### src/rtl/uart_brk_pkg.sv
package uart_brk_pkg;

    localparam int DATA_W  = 8;
    localparam int GUARD_W = 8;
    localparam int END_MIN = 12;

    typedef enum logic [1:0] {
        TX_IDLE   = 2'd0,
        TX_FRAME  = 2'd1,
        TX_BRKEND = 2'd2
    } tx_state_e;

    // Request offered by the holding slot to the frame engine.
    typedef struct packed {
        logic              valid;
        logic              brk;
        logic [DATA_W-1:0] data;
    } tx_req_t;

    // Line level at a given position of a frame (0 = start bit).
    function automatic logic frame_bit(
        input logic [DATA_W-1:0] d,
        input logic              odd,
        input logic              brk,
        input int                pos
    );
        logic [DATA_W-1:0] sh;
        if (brk) return 1'b0;
        if (pos == 0) return 1'b0;
        if (pos <= DATA_W) begin
            sh = d >> (pos - 1);
            return sh[0];
        end
        if (pos == DATA_W + 1) return (^d) ^ odd;
        return 1'b1;
    endfunction

endpackage

### src/rtl/uart_brk_hold.sv
module uart_brk_hold
    import uart_brk_pkg::*;
(
    input  logic              clk,
    input  logic              rst,
    input  logic              wr_en,
    input  logic [DATA_W-1:0] wr_data,
    input  logic              brk_start,
    input  logic              brk_stop,
    input  logic              take,
    output tx_req_t           req,
    output logic              txrdy
);
    logic              full_q;
    logic              brk_q;
    logic [DATA_W-1:0] data_q;

    assign txrdy     = !full_q && !brk_q;
    assign req.valid = full_q || brk_q;
    assign req.brk   = brk_q;
    assign req.data  = brk_q ? '0 : data_q;

    always_ff @(posedge clk) begin
        if (rst) begin
            full_q <= 1'b0;
            brk_q  <= 1'b0;
            data_q <= '0;
        end else begin
            // stop wins over a simultaneous start
            if (brk_stop)
                brk_q <= 1'b0;
            else if (brk_start && txrdy)
                brk_q <= 1'b1;

            if (take)
                full_q <= 1'b0;
            else if (wr_en && txrdy && !brk_start) begin
                full_q <= 1'b1;
                data_q <= wr_data;
            end
        end
    end

    // a refused write leaves the held byte untouched
    a_r4_refused_write: assert property (@(posedge clk) disable iff (rst)
        (wr_en && !txrdy) |=> $stable(data_q));

    // a break is armed only when the slot was free
    a_r5_break_needs_ready: assert property (@(posedge clk) disable iff (rst)
        $rose(brk_q) |-> $past(txrdy));

endmodule

### src/rtl/uart_brk_shift.sv
module uart_brk_shift
    import uart_brk_pkg::*;
#(
    parameter int GW       = GUARD_W,
    parameter int END_BITS = END_MIN
) (
    input  logic          clk,
    input  logic          rst,
    input  logic          tick,
    input  tx_req_t       req,
    input  logic          par_odd,
    input  logic [GW-1:0] guard_len,
    output logic          take,
    output logic          txd,
    output logic          busy
);
    localparam int FRAME_BITS = DATA_W + 3;
    localparam int IDX_W      = $clog2(FRAME_BITS + (1 << GW) + END_BITS);

    tx_state_e         state;
    logic [IDX_W-1:0]  idx;
    logic [IDX_W-1:0]  last_idx;
    logic [DATA_W-1:0] cur_data;
    logic              cur_brk;
    logic              cur_odd;
    logic [GW-1:0]     cur_guard;
    logic              frame_done;
    logic              enter_end;

    always_comb begin
        if (state == TX_BRKEND)
            last_idx = (IDX_W'(cur_guard) > IDX_W'(END_BITS))
                     ? IDX_W'(cur_guard) - IDX_W'(1)
                     : IDX_W'(END_BITS - 1);
        else
            last_idx = IDX_W'(FRAME_BITS - 1) + IDX_W'(cur_guard);
    end

    assign busy       = (state != TX_IDLE);
    assign frame_done = tick && busy && (idx == last_idx);
    assign enter_end  = (state == TX_FRAME) && cur_brk && !req.brk;
    assign take       = tick && req.valid &&
                        ((state == TX_IDLE) || (frame_done && !enter_end));

    always_comb begin
        case (state)
            TX_FRAME: txd = frame_bit(cur_data, cur_odd, cur_brk, int'(idx));
            default:  txd = 1'b1;
        endcase
    end

    always_ff @(posedge clk) begin
        if (rst) begin
            state     <= TX_IDLE;
            idx       <= '0;
            cur_data  <= '0;
            cur_brk   <= 1'b0;
            cur_odd   <= 1'b0;
            cur_guard <= '0;
        end else if (take) begin
            state     <= TX_FRAME;
            idx       <= '0;
            cur_data  <= req.data;
            cur_brk   <= req.brk;
            cur_odd   <= par_odd;
            cur_guard <= guard_len;
        end else if (frame_done) begin
            idx   <= '0;
            state <= enter_end ? TX_BRKEND : TX_IDLE;
        end else if (tick && busy) begin
            idx <= idx + IDX_W'(1);
        end
    end

    // every frame opens with a low start level
    a_r2_start_low: assert property (@(posedge clk) disable iff (rst)
        $rose(busy) |-> !txd);

    // idle line is high
    a_r2_idle_high: assert property (@(posedge clk) disable iff (rst)
        !busy |-> txd);

    // end-of-break period only directly after a break frame
    a_r8_end_after_break: assert property (@(posedge clk) disable iff (rst)
        (state == TX_BRKEND && $past(state) != TX_BRKEND)
            |-> ($past(state) == TX_FRAME && $past(cur_brk)));

endmodule

### src/rtl/uart_brk_tx.sv
module uart_brk_tx
    import uart_brk_pkg::*;
#(
    parameter int GW       = GUARD_W,
    parameter int END_BITS = END_MIN
) (
    input  logic              clk,
    input  logic              rst,
    input  logic              baud_tick,
    input  logic              wr_en,
    input  logic [DATA_W-1:0] wr_data,
    input  logic              brk_start,
    input  logic              brk_stop,
    input  logic              par_odd,
    input  logic [GW-1:0]     guard_len,
    output logic              txd,
    output logic              txrdy,
    output logic              txempty
);
    tx_req_t req;
    logic    take;
    logic    busy;

    uart_brk_hold i_hold (
        .clk       (clk),
        .rst       (rst),
        .wr_en     (wr_en),
        .wr_data   (wr_data),
        .brk_start (brk_start),
        .brk_stop  (brk_stop),
        .take      (take),
        .req       (req),
        .txrdy     (txrdy)
    );

    uart_brk_shift #(
        .GW       (GW),
        .END_BITS (END_BITS)
    ) i_shift (
        .clk       (clk),
        .rst       (rst),
        .tick      (baud_tick),
        .req       (req),
        .par_odd   (par_odd),
        .guard_len (guard_len),
        .take      (take),
        .txd       (txd),
        .busy      (busy)
    );

    assign txempty = !busy && !req.valid;

    // a quiet transmitter always has a free slot
    a_r11_empty_ready: assert property (@(posedge clk) disable iff (rst)
        txempty |-> txrdy);

endmodule

### config.mk
export PLATFORM = sky130hd
export DESIGN_NAME = uart_brk_tx
export DESIGN_NICKNAME = d
export VERILOG_FILES = /design/src/rtl/uart_brk_pkg.sv /design/src/rtl/uart_brk_hold.sv /design/src/rtl/uart_brk_shift.sv /design/src/rtl/uart_brk_tx.sv
export SDC_FILE = /design/constraint.sdc
export NUM_CORES = 1
export LEC_CHECK = 0
export ABC_CLOCK_PERIOD_IN_PS = 7200
export BUFFER_PORTS_ARGS = -buffer_cell sky130_fd_sc_hd__buf_2
export CAP_MARGIN = 20
export CORE_ASPECT_RATIO = 1.75
export CORE_MARGIN = 5
export CORE_UTILIZATION = 60
export DETAILED_ROUTE_END_ITERATION = 8
export GPL_TIMING_DRIVEN = 0
export PLACE_DENSITY = 0.8
export SKIP_CTS_REPAIR_TIMING = 1
export SLEW_MARGIN = 20
export SYNTH_ARGS = -nofsm -noshare
export SYNTH_HDL_FRONTEND = slang
export SYNTH_HIERARCHICAL = 1
export SYNTH_SLANG_ARGS = --single-unit
### constraint.sdc
create_clock -name clk -period 7.2 [get_ports clk]
set_input_delay 0.36 -clock clk [delete_from_list [all_inputs] [get_ports clk]]
set_output_delay 0.36 -clock clk [all_outputs]
set_load 0.005 [all_outputs]
==> results_dict.tcl <==
set metrics [dict create \
    outcome "finished, final reports clean" \
    cellPowerDensity_mw_per_mm2 170 \
    drt-total-wl_um 6450 \
    synth_adder_area_share 0.0267 \
    layout.nets 389 \
    path_depth 8 \
    synth_xor_area_frac 0.0715 \
    drc 0 \
    critical_path.top_delay_family "compound AO/OA/AOI/OAI gates" \
    clockRootBuffer "clkbuf_8" \
    worst_path_max_delay_cell "mux4_2" \
    finalCritPeriodShare 0.487 \
    place_hpwl_um 5040 \
    cts.sinks 39 \
    antenna_found_initial 0 \
    synth_compound_area_frac 0.147 \
    path_clk_slew_ns 0.08 \
    port_buffers 25 \
    ys.flop_type "dfxtp_1" \
    postSynthCellCount 328 \
    rsz0062_at_grt "no" \
    synth.distinct_cells 61 \
    grt_pass1_vias 2405 \
    finalHoldViolCount 0 \
    async_reset_ff_frac 0 \
    mostFrequentLayoutCells "nand2b_1 (55), dfxtp_1 (39), mux2i_1 (29)" \
    yosys.area.top_type "dfxtp_1" \
    post-route-min-period_ns 3.50 \
    crit_fanout 10 \
    synth_nets 357 \
    coreArea_mm2 0.00462 \
    fin_hold_ws_ns 0.239 \
    synthesis.area_mm2 0.00282 \
    grt_max_degree 14 \
    final_common_cell "nand2b_1" \
    vdd_drop_max_mv 0.177 \
    arrival_ns 3.14 \
    cp.required_ns 6.84 \
    max-cap-violations 0 \
    detail-route-antenna-nets 0 \
    synth.avg_cell_area_um2 8.59 \
    cp-end-kind "primary output" \
    min_path_type "in2reg" \
    yosysWarnings 6 \
    startpoint_type "flip-flop" \
    fin_util 0.680 \
    synth_edf_count 0 \
    die_w_um 61.8 \
    yosys-top-cells-area "dfxtp_1 (28%), nand2b_1 (12%), mux2i_1 (10%), xnor2_1 (5.3%), ha_1 (2.7%)" \
    clockBufferDepth 2 \
    path_class "reg2out" \
    synth_simple_gate_area_frac 0.291 \
    wl_per_cell_um 15.6 \
    placed_cells 405 \
    die_h_um 101 \
    drt_iter0_drc 103 \
    crit_buf_inv 3 \
    reg2regPathDepth 11 \
    h-tree-depth 2 \
    clk_latency_ns 0.29 \
    max_stage_delay_ns 0.53 \
    grt_usage 0.231 \
    synthMuxAreaShare 0.123 \
    via_per_inst 5.93 \
    setup_tns_ns 0 \
    whs_path_depth 2 \
    final_cells 413 \
    dieArea_mm2 0.00622 \
    skew_ns 0.0125 \
    rows 33 \
    cts_buffers 5 \
    slew_violations 0 \
    grt_remaining_overflow 0 \
    start_util 0.609 \
    drive_gt1_frac 0.150 \
    place.gp.congestion 0.934 \
    slew_headroom 0.514 \
    antenna_cells 0 \
    grt_pass1_wl_um 10900 \
    tightest_slew_ns 0.725 \
    synth_top_area_share 0.277 \
    synthToLayoutAreaGrowth_pct 11.6 \
    cts_tree "built" \
    clock.fmax_ghz 0.285 \
    firstDrtPassIters 4 \
    vias 2450 \
    crit_chain "clkbuf_1 > inv_1 > ha_1 > mux4_2 > a222oi_1 > o2111ai_1 > a211o_1 > buf_2" \
    io_pins 26 \
    p_leak_nw 1.17 \
    ys_ff_latch 39 \
    synth_top_family_by_area "simple AND/OR/NAND/NOR gates" \
    setup_violations 0 \
    synth-seq-area-share 0.277 \
]
-- synthesized netlist by cell type, types with 4 or more instances --
master / n
a21oi_1: 8
a31oi_1: 5
buf_6: 4
clkbuf_1: 12
dfxtp_1: 39
ha_1: 6
inv_1: 17
mux2i_1: 29
nand2_1: 10
nand2b_1: 55
nand3_1: 6
nand3b_1: 4
nand4_1: 5
nor2_1: 20
nor2b_1: 11
nor3_1: 5
o21ai_0: 10
xnor2_1: 17
xor2_1: 6
-- routing by layer --
layer / up-vias / wire [um] / track usage
li1: 1212 / - / -
met1: 1142 / 2360 / 0.253
met2: 74 / 3610 / 0.417
met3: 22 / 224 / 0.0282
met4: 0 / 252 / 0.109
met5: - / 0 / 0
-- stage by stage --
stage | power, mW | setup slack (ns) | area [um^2]
floorplan | 0.298 | 4.37 | 2820
global placement | 0.319 | 3.91 | 3010
detailed placement | 0.321 | 3.84 | 3010
CTS | 0.538 | 3.73 | 3140
global route | 0.557 | 3.51 | 3140
finish | 0.534 | 3.70 | 3140
-- area by class of cell --
cell class,count,area [um^2]
Buffer,21,116
Clock buffer,5,68.8
Clock inverter,3,67.6
Fill cell,389,1480
Inverter,17,63.8
Multi-Input combinational cell,251,1860
Sequential cell,39,781
Tap cell,52,65.1
Timing Repair Buffer,25,125
-- worst paths after layout --
check,start,endpoint,slack [ns]
worst max register to register,i_shift/cur_guard[0],i_hold/data_q[2],3.80
worst max-delay path,i_shift/idx[1],txd,3.70
worst min-delay path,brk_stop,i_hold/brk_q,0.24
worst min register to register,i_hold/data_q[7],i_hold/data_q[7],0.47
-- state kept, by name (all words and copies together), names as in the netlist --
signal,flops
i_hold/brk_q,1
i_hold/data_q,8
i_hold/full_q,1
i_shift/cur_brk,1
i_shift/cur_data,8
i_shift/cur_guard,8
i_shift/cur_odd,1
i_shift/idx,9
i_shift/state,2
-- where the power goes --
part / switching [mW] / total [mW] / internal (mW)
Clock: 0.0788 / 0.217 / 0.138
Sequential: 0.00674 / 0.229 / 0.222
Combinational: 0.0458 / 0.0882 / 0.0424
-- kinds of logic (layout without fill, tap and decap cells) --
logic type	Yosys count	count (layout)
muxes	32	32
and+or+nand+nor	136	136
DFF	39	39
adders and majority gates	6	6
buffers and inverters	38	71
AOI/OAI and AO/OA	54	54
xor gates and xnor gates	23	23
(Power assumes the default switching activity.)
